## src/rtl/sft_pkg.sv

```systemverilog
package sft_pkg;

  typedef enum logic [2:0] {
    ST_IDLE,
    ST_START,
    ST_DATA,
    ST_PARITY,
    ST_STOP
  } sft_state_e;

  typedef enum logic [1:0] {
    STOP_ONE,
    STOP_ONE_HALF,
    STOP_TWO
  } sft_stop_e;

  typedef struct packed {
    logic [3:0] nbits;
    logic       par_en;
    logic       par_val;
    sft_stop_e  stop_sel;
  } sft_fmt_t;

endpackage

```

## src/rtl/sft_fmt_decode.sv

```systemverilog
module sft_fmt_decode
  import sft_pkg::*;
#(
  parameter int unsigned DATA_W = 8
) (
  input  logic [4:0]        ctrl,
  input  logic [DATA_W-1:0] data,
  output sft_fmt_t          fmt
);

  logic [DATA_W-1:0] mask;
  logic [3:0]        nbits;

  always_comb begin
    nbits = 4'd5 + {2'b00, ctrl[1:0]};
    mask  = '0;
    for (int i = 0; i < DATA_W; i++) begin
      if (i < int'(nbits)) mask[i] = 1'b1;
    end
  end

  always_comb begin
    fmt.nbits  = nbits;
    fmt.par_en = ctrl[3];
    // even parity: bit equals XOR of data; odd: its inverse
    fmt.par_val = ctrl[4] ? ^(data & mask) : ~^(data & mask);
    if (!ctrl[2])              fmt.stop_sel = STOP_ONE;
    else if (ctrl[1:0] == 2'b00) fmt.stop_sel = STOP_ONE_HALF;
    else                       fmt.stop_sel = STOP_TWO;
  end

endmodule

```

## src/rtl/sft_bit_timer.sv

```systemverilog
module sft_bit_timer #(
  parameter int unsigned CNT_W = 5
) (
  input  logic             clk,
  input  logic             rst_n,
  input  logic             clr,
  input  logic             tick,
  input  logic [CNT_W-1:0] last_cnt,
  output logic             done
);

  logic [CNT_W-1:0] cnt_q, cnt_d;
  logic             cnt_en;

  assign done   = tick && (cnt_q == last_cnt);
  assign cnt_en = clr || tick;

  always_comb begin
    if (clr || done) cnt_d = '0;
    else             cnt_d = cnt_q + 1'b1;
  end

  always_ff @(posedge clk or negedge rst_n) begin
    if (!rst_n)      cnt_q <= '0;
    else if (cnt_en) cnt_q <= cnt_d;
  end

  assert_cnt_bound_R3: assert property (@(posedge clk) disable iff (!rst_n)
    cnt_q <= last_cnt || $past(clr) || !$past(rst_n));

endmodule

```

## src/rtl/serial_frame_tx.sv

```systemverilog
module serial_frame_tx
  import sft_pkg::*;
#(
  parameter int unsigned OVS    = 16,
  parameter int unsigned DATA_W = 8
) (
  input  logic              clk,
  input  logic              rst_n,
  input  logic              baud_tick,
  input  logic [4:0]        line_ctrl,
  input  logic [DATA_W-1:0] in_data,
  input  logic              in_valid,
  output logic              in_ready,
  output logic              tx_out,
  output logic              tx_busy
);

  localparam int unsigned CNT_W    = $clog2(2 * OVS);
  localparam int unsigned IDX_W    = $clog2(DATA_W);
  localparam logic [CNT_W-1:0] LAST_BIT  = CNT_W'(OVS - 1);
  localparam logic [CNT_W-1:0] LAST_S1   = CNT_W'(OVS - 1);
  localparam logic [CNT_W-1:0] LAST_S1P5 = CNT_W'(OVS + OVS / 2 - 1);
  localparam logic [CNT_W-1:0] LAST_S2   = CNT_W'(2 * OVS - 1);

  sft_state_e        state_q, state_d;
  sft_fmt_t          fmt_q, fmt_new;
  logic [DATA_W-1:0] shreg_q, shreg_d;
  logic [IDX_W-1:0]  bidx_q, bidx_d;
  logic              accept, bit_done, last_data;
  logic [CNT_W-1:0]  last_cnt;
  logic              dp_en;

  sft_fmt_decode #(.DATA_W(DATA_W)) u_dec (
    .ctrl (line_ctrl),
    .data (in_data),
    .fmt  (fmt_new)
  );

  always_comb begin
    if (state_q == ST_STOP) begin
      case (fmt_q.stop_sel)
        STOP_ONE_HALF: last_cnt = LAST_S1P5;
        STOP_TWO:      last_cnt = LAST_S2;
        default:       last_cnt = LAST_S1;
      endcase
    end else begin
      last_cnt = LAST_BIT;
    end
  end

  sft_bit_timer #(.CNT_W(CNT_W)) u_tmr (
    .clk      (clk),
    .rst_n    (rst_n),
    .clr      (accept),
    .tick     (baud_tick),
    .last_cnt (last_cnt),
    .done     (bit_done)
  );

  assign in_ready  = (state_q == ST_IDLE);
  assign accept    = in_ready && in_valid;
  assign last_data = ({{(4-IDX_W){1'b0}}, bidx_q} == fmt_q.nbits - 4'd1);

  // next state
  always_comb begin
    state_d = state_q;
    case (state_q)
      ST_IDLE:   if (accept)   state_d = ST_START;
      ST_START:  if (bit_done) state_d = ST_DATA;
      ST_DATA:   if (bit_done && last_data)
                   state_d = fmt_q.par_en ? ST_PARITY : ST_STOP;
      ST_PARITY: if (bit_done) state_d = ST_STOP;
      ST_STOP:   if (bit_done) state_d = ST_IDLE;
      default:   state_d = ST_IDLE;
    endcase
  end

  // datapath next values
  always_comb begin
    shreg_d = shreg_q;
    bidx_d  = bidx_q;
    if (accept) begin
      shreg_d = in_data;
      bidx_d  = '0;
    end else if (state_q == ST_DATA && bit_done) begin
      shreg_d = shreg_q >> 1;
      bidx_d  = bidx_q + 1'b1;
    end
  end

  assign dp_en = accept || (state_q == ST_DATA && bit_done);

  always_ff @(posedge clk or negedge rst_n) begin
    if (!rst_n) state_q <= ST_IDLE;
    else        state_q <= state_d;
  end

  always_ff @(posedge clk or negedge rst_n) begin
    if (!rst_n)      fmt_q <= '0;
    else if (accept) fmt_q <= fmt_new;
  end

  always_ff @(posedge clk or negedge rst_n) begin
    if (!rst_n) begin
      shreg_q <= '0;
      bidx_q  <= '0;
    end else if (dp_en) begin
      shreg_q <= shreg_d;
      bidx_q  <= bidx_d;
    end
  end

  always_comb begin
    case (state_q)
      ST_START:  tx_out = 1'b0;
      ST_DATA:   tx_out = shreg_q[0];
      ST_PARITY: tx_out = fmt_q.par_val;
      default:   tx_out = 1'b1;
    endcase
  end

  assign tx_busy = (state_q != ST_IDLE);

  assert_busy_needs_offer_R8: assert property (@(posedge clk) disable iff (!rst_n)
    $rose(tx_busy) |-> $past(in_valid));

  assert_start_low_R6: assert property (@(posedge clk) disable iff (!rst_n)
    $rose(tx_busy) |-> !tx_out);

  assert_line_moves_on_tick_R6: assert property (@(posedge clk) disable iff (!rst_n)
    (tx_busy && $past(tx_busy) && !$past(baud_tick)) |-> $stable(tx_out));

  assert_fmt_held_R7: assert property (@(posedge clk) disable iff (!rst_n)
    (tx_busy && $past(tx_busy)) |-> $stable(fmt_q));

  assert_ends_high_R3: assert property (@(posedge clk) disable iff (!rst_n)
    $fell(tx_busy) |-> ($past(tx_out) && $past(baud_tick)));

  assert_idle_high_R9: assert property (@(posedge clk) disable iff (!rst_n)
    !tx_busy |-> (tx_out && in_ready));

endmodule

```

## config.mk

```make
export PLATFORM = sky130hd
export DESIGN_NAME = serial_frame_tx
export DESIGN_NICKNAME = d
export VERILOG_FILES = /design/src/rtl/sft_pkg.sv /design/src/rtl/sft_fmt_decode.sv /design/src/rtl/sft_bit_timer.sv /design/src/rtl/serial_frame_tx.sv
export SDC_FILE = /design/constraint.sdc
export NUM_CORES = 1
export LEC_CHECK = 0
export CORE_MARGIN = 4
export CORE_UTILIZATION = 49
export CTS_CLUSTER_SIZE = 16
export DETAILED_ROUTE_END_ITERATION = 7
export HOLD_SLACK_MARGIN = 0.12
export PLACE_DENSITY = 0.85
export SLEW_MARGIN = 20
export SYNTH_ARGS = -nofsm -noshare
export SYNTH_HDL_FRONTEND = slang
export SYNTH_SLANG_ARGS = --single-unit
```

## constraint.sdc

```tcl
create_clock -name clk -period 1.7 [get_ports clk]
set_input_delay 0.34 -clock clk [delete_from_list [all_inputs] [get_ports clk]]
set_output_delay 0.34 -clock clk [all_outputs]
set_load 0.05 [all_outputs]
```

# ---- After elaboration in Yosys (flattened, before gate mapping)
# Cells that the tools add are included.
dict set report totals {
  regBits 27
  output_inout_bits 3
  in_bits 17
  elab_cells 75
}
dict set report classes {
  n_lt_le_gt_ge 8
  n_addsub 4
  n_reduce_logical 15
  n_bitwise 1
  n_eq_ne 13
  n_mux 26
}
# cell n
set ops {}
lappend ops {{3-bit 2-to-1 mux} 8}
lappend ops {{3-bit by 4-bit < comparator with 1-bit output, first input constant} 4}
lappend ops {{8-bit 2-to-1 mux} 2}
lappend ops {{3-bit case mux with 5 select lines} 1}
lappend ops {{5-bit 2-to-1 mux} 2}
lappend ops {{5-bit case mux with 2 select lines} 1}
lappend ops {{1-bit 2-to-1 mux} 9}
lappend ops {{8-bit AND} 1}
lappend ops {{1-bit by 4-bit < comparator with 1-bit output, first input constant} 2}
lappend ops {{2-bit by 4-bit < comparator with 1-bit output, first input constant} 2}
lappend ops {{2-bit inequality test, second input constant} 4}
lappend ops {{8-bit XNOR reduction} 1}
lappend ops {{8-bit XOR reduction} 1}
lappend ops {{3-bit by 2-bit equality test with 1-bit output, second input constant} 2}
lappend ops {{5-bit by 1-bit adder with 5-bit output, second input constant} 1}
lappend ops {{5-bit equality test} 1}
lappend ops {{5-bit AND reduction} 1}
lappend ops {{3-bit by 2-bit adder with 4-bit output, first input constant} 1}
lappend ops {{3-bit by 4-bit equality test with 1-bit output} 1}
lappend ops {{1-bit logical AND} 4}
lappend ops {{2-bit 2-to-1 mux} 2}
lappend ops {{4-bit by 1-bit subtractor with 4-bit output, second input constant} 1}
lappend ops {{3-bit by 1-bit adder with 3-bit output, second input constant} 1}
lappend ops {{3-bit by 1-bit equality test with 1-bit output, second input constant} 1}
lappend ops {{other kinds (11)} 13}

# ---- Depth between registers and ports, before layout
dict set report logic_depth {
  depth_word 8
  depth_mapped 8
  depth_no_buf 7
}

# ---- Cells and area by module
# A second synthesis with hierarchy kept.
dict set report hier_totals {
  cells_unflattened 187
  hier_area_um2 1656.6
}
# module seq_area_each_um2 area_per_inst_um2 cells_each instances
set modules_own_cells {}
lappend modules_own_cells {serial_frame_tx 550.5 1167.4 136 1}
lappend modules_own_cells {sft_bit_timer 125.1 336.6 31 1}
lappend modules_own_cells {sft_fmt_decode 0.0 152.6 20 1}

# ---- Worst setup path before layout
# OpenSTA, ideal clock, no wires.
dict set report synth_path {
  kind {flip-flop to output port}
  start {reg state_q[0]}
  end {out tx_busy}
  n_path_buf 1
  path_stages_with_launch 4
  t_required_ns 1.360
  arrival_ns 2.321
  slack_ns -0.961
  cell_sequence {dfrtp_1 > buf_4 > nor3_1 > inv_1}
}
dict set report synth_between {
  elab_chain_cells 1
}
# element line_no
set synth_lines {}
lappend synth_lines {{start: declaration} serial_frame_tx.sv:25} ;# sft_state_e state_q, state_d;
lappend synth_lines {{start signal: assignment} serial_frame_tx.sv:95} ;# else state_q <= state_d;
lappend synth_lines {{3-bit nonzero test} serial_frame_tx.sv:122} ;# assign tx_busy = (state_q != ST_IDLE);
lappend synth_lines {{end: declaration} serial_frame_tx.sv:15} ;# output logic tx_busy
# Every way passes these cells.

# ---- Final worst setup path
dict set report layout_path {
  start {reg fmt_q[1] (netlist bit)}
  end {reg bidx_q[2]}
}
dict set report layout_between {
  elab_chain_cells 8
  word_cells_on_any_way 10
  cone_classes {3 x eq/ne; 2 x mux; 5 x reduce/logical}
}
# element line_no
set layout_lines {}
lappend layout_lines {{start: declaration} serial_frame_tx.sv:26} ;# sft_fmt_t fmt_q, fmt_new;
lappend layout_lines {{start signal: assignment} serial_frame_tx.sv:100} ;# else if (accept) fmt_q <= fmt_new;
lappend layout_lines {{2-bit equality test or 2-bit by 1-bit equality test with 1-bit output (tied branches)} serial_frame_tx.sv:41} ;# case (fmt_q.stop_sel)
lappend layout_lines {{5-bit case mux with 2 select lines (*)} serial_frame_tx.sv:41}
lappend layout_lines {{5-bit 2-to-1 mux (*)} serial_frame_tx.sv:40} ;# if (state_q == ST_STOP) begin
lappend layout_lines {{5-bit equality test (*)} sft_bit_timer.sv:15} ;# assign done = tick && (cnt_q == last_cnt);
lappend layout_lines {{1-bit logical AND (*)} sft_bit_timer.sv:15}
lappend layout_lines {{1-bit logical AND (*)} {serial_frame_tx.sv:85, serial_frame_tx.sv:91}}
lappend layout_lines {{2-bit nonzero test (no line) or 1-bit logical OR (tied branches)} --}
lappend layout_lines {{2-bit AND reduction (no line) (*)} --}
lappend layout_lines {{end signal: assignment} serial_frame_tx.sv:109} ;# bidx_q <= bidx_d;
lappend layout_lines {{end: declaration} serial_frame_tx.sv:28} ;# logic [IDX_W-1:0] bidx_q, bidx_d;
# Every way passes the cells marked *; elsewhere a longest branch is shown, timed or not.
# A chain may end at the register's enable or synchronous reset.

==> impl_metrics.json <==
{
  "pwr_density_cell_nw_per_um2": 1270,
  "ys_top_cells_by_count": "dfrtp_1, nand2_1, nor2_1, a21oi_1",
  "drcViolationCount": 0,
  "drtAntennaViolNets": 0,
  "layout_setup_ws_ps": -243,
  "cts_root_buf": "clkbuf_4",
  "syn_inst": 161,
  "die_w_um": 64.3,
  "worst-r2r-setup-slack_ps": -240,
  "areaGrowthSynthToFinish_pct": 37.8,
  "drive_gt1_share_pct": 25.5,
  "ys.flop_type": "dfrtp_1",
  "detail_route.first_pass.iterations": 4,
  "async_flop_share_pct": 100,
  "tightest_slew_ps": 434,
  "max_cap_viol_count": 0,
  "drt-initial-drc-count": 58,
  "r2r-start": "fmt_q[1]",
  "seq_area_frac_synth_pct": 43.5,
  "relSlewSlack_pct": 71.0,
  "min-delay-path-class": "input port to asynchronous set/reset pin",
  "multi_input_area_um2": 911,
  "drt-total-wl_um": 3670,
  "h-tree-depth": 1,
  "overflow": 0,
  "final_util_pct": 70.1,
  "die_y_um": 64.3,
  "clock_path_buffers": 2,
  "power_leakage_nw": 1.00,
  "path_delay_family": "simple AND/OR/NAND/NOR gates",
  "hpwl_um": 2260,
  "synth.distinct_cells": 34,
  "fin_nets": 225,
  "path_clk_slew_ps": 150,
  "required_ps": 1960,
  "synth_edf_count": 0,
  "start_util_pct": 50.9,
  "ir_drop_mv": 0.568,
  "start_kind": "flip-flop",
  "finClkSkew_ps": 4.73,
  "via_count": 1273,
  "cp_cell_sequence": "inv_2, ha_4, nor4b_4, xnor2_2, nand4_4, or3_1, a21oi_1",
  "cts_made_buffers": 3,
  "crit_fanout": 4,
  "whs_ps": 370,
  "critPathSlowestCell": "dfrtp_1",
  "crit_cells": 7,
  "crit_path_end_kind": "flip-flop",
  "synth_area_leader_cell": "dfrtp_1",
  "grt_pass1_wl_um": 5650,
  "clock_latency_ps": 320,
  "report.power.total_mw": 2.71,
  "routed_wire_length_per_instance_um": 15.0,
  "synth.most_common_cell": "dfrtp_1",
  "endpoint": "bidx_q[2]",
  "hold_violations": 0,
  "min_period_ps": 1940,
  "arrival_ps": 2210,
  "die-area_um2": 4130,
  "syn_area_um2": 1550,
  "gp_congestion": 0.769,
  "diodes": 0,
  "critPathKind": "flip-flop to flip-flop",
  "antenna_found_initial": 0,
  "core-area_um2": 3050,
  "rows": 20,
  "clock_sinks": 27,
  "synth_area_leaders": "dfrtp_1, mux2i_1, ha_1",
  "critPathLaunch": "fmt_q[1]",
  "ff_latch_area_um2": 678,
  "status": "finished, violations left",
  "violations": "setup timing",
  "reg2reg_depth": 7,
  "fmax_ghz": 0.515,
  "finalMaxSlewViolations": 0,
  "period_share_pct": 114,
  "grt_max_degree": 28,
  "cts_tree": "done",
  "setup_viol": 21,
  "synth_top_cell_area_share_pct": 43.5,
  "ys_warn_count": 0,
  "synth_nets": 185,
  "io_pins": 20,
  "ys_ff_latch": 27,
  "post_synth.cell_area_avg_um2": 9.64,
  "grt_pass1_vias": 1306,
  "path_buf_inv": 1,
  "rsz0062_at_grt": "yes",
  "portBuffers": 19,
  "viasPerCell": 5.22,
  "track_usage_pct": 17.3,
  "slowest_delay_ps": 400,
  "preCtsSetupSlack_ps": -265,
  "ctsHoldBuffers": 0,
  "nFillCells": 220,
  "reg2reg_to": "bidx_q[2]"
}
-- layer usage --
metal  global-route usage (%)  up-vias  wire length [um]
met5                        0        -                 0
met4                     4.49        0                17
met3                     2.64        2               113
met2                     32.6       27              1980
met1                     20.3      621              1550
li1                         -      623                 -
-- how the worst min path moves through the flow --
stage | endpoint | cells after the start | slack [ps]
after floorplan | bidx_q[0] | 0 | 40
after global placement | fmt_q[0] | 2 | 460
after detailed placement | fmt_q[0] | 2 | 490
after CTS | u_tmr.cnt_q[4] | 2 | 380
after global routing | u_tmr.cnt_q[4] | 2 | 390
final | u_tmr.cnt_q[2] | 2 | 370
-- where the power goes --
part           switching (mW)  internal (mW)
Sequential              0.207          0.893
Combinational           0.661          0.668
Clock                   0.191         0.0919
-- kinds of logic after synthesis --
| kind of cell | Yosys count | share of synthesized area, % |
|---|---|---|
| AOI/OAI and AO/OA | 24 | 8.62 |
| xor gates and xnor gates | 18 | 11.6 |
| adders and majority gates | 7 | 5.64 |
| buffers and inverters | 17 | 5.56 |
| DFF | 27 | 43.5 |
| muxes | 9 | 5.80 |
| and+or+nand+nor | 59 | 19.3 |
-- per-stage QoR --
stage / cell area, um2 / std cells / TNS (ps)
after detailed placement: 1880 / 230 / -2450
after global placement: 1880 / 230 / -1780
final: 2140 / 244 / -3230
after CTS: 2020 / 240 / -2730
after floorplan: 1570 / 161 / -336
after global routing: 2140 / 244 / -4570
-- what timing repair did --
action,CTS,global route
gates resized for setup,15,14
endpoints found under the setup margin,21,22
pin swaps,9,8
buffers inserted,6,3
cloned,0,1
-- cells in the final DEF (no fill, tap or decap), types with 2 or more instances in the layout --
master           instances
nand2_1                 17
dfrtp_1                 25
nor3_4                   2
inv_1                    8
mux2i_1                  9
nand3b_1                 2
nand2b_1                 3
o21ai_0                  5
buf_4                   16
buf_12                   2
clkdlybuf4s50_1         16
and3_1                   2
a21oi_1                  9
xnor2_1                  8
or3_1                    2
clkbuf_4                 3
nand4_1                  2
xor2_1                   7
a21oi_2                  4
nand3_1                  2
nor3_2                   2
buf_6                    8
ha_1                     6
dfrtp_2                  2
o21ai_1                  2
nor2_1                  15
-- flip-flops by register name, indices dropped and copies added, names as in the netlist --
name,count
shreg_q,8
bidx_q,3
state_q,3
fmt_q,8
u_tmr.cnt_q,5
-- worst reg2reg max path: cells and delay by family (launching register included) --
kind	cells	cell delay (ps)
AO/OA/AOI/OAI	1	150
XOR/XNOR	1	190
adder cells (fa/ha/maj)	1	210
buffers and inverters	1	80
flip-flops	1	400
AND/OR/NAND/NOR	3	860
-- area by class of cell --
| class | instances | area share, % |
|---|---|---|
| multi-input cells | 117 | 42.6 |
| repair buffers | 43 | 20.4 |
| clock buffers | 4 | 1.23 |
| inverters | 9 | 1.58 |
| flip-flops and latches | 27 | 31.7 |
| well taps | 44 | 2.57 |
No activity file was read; power rests on OpenSTA's default activity.
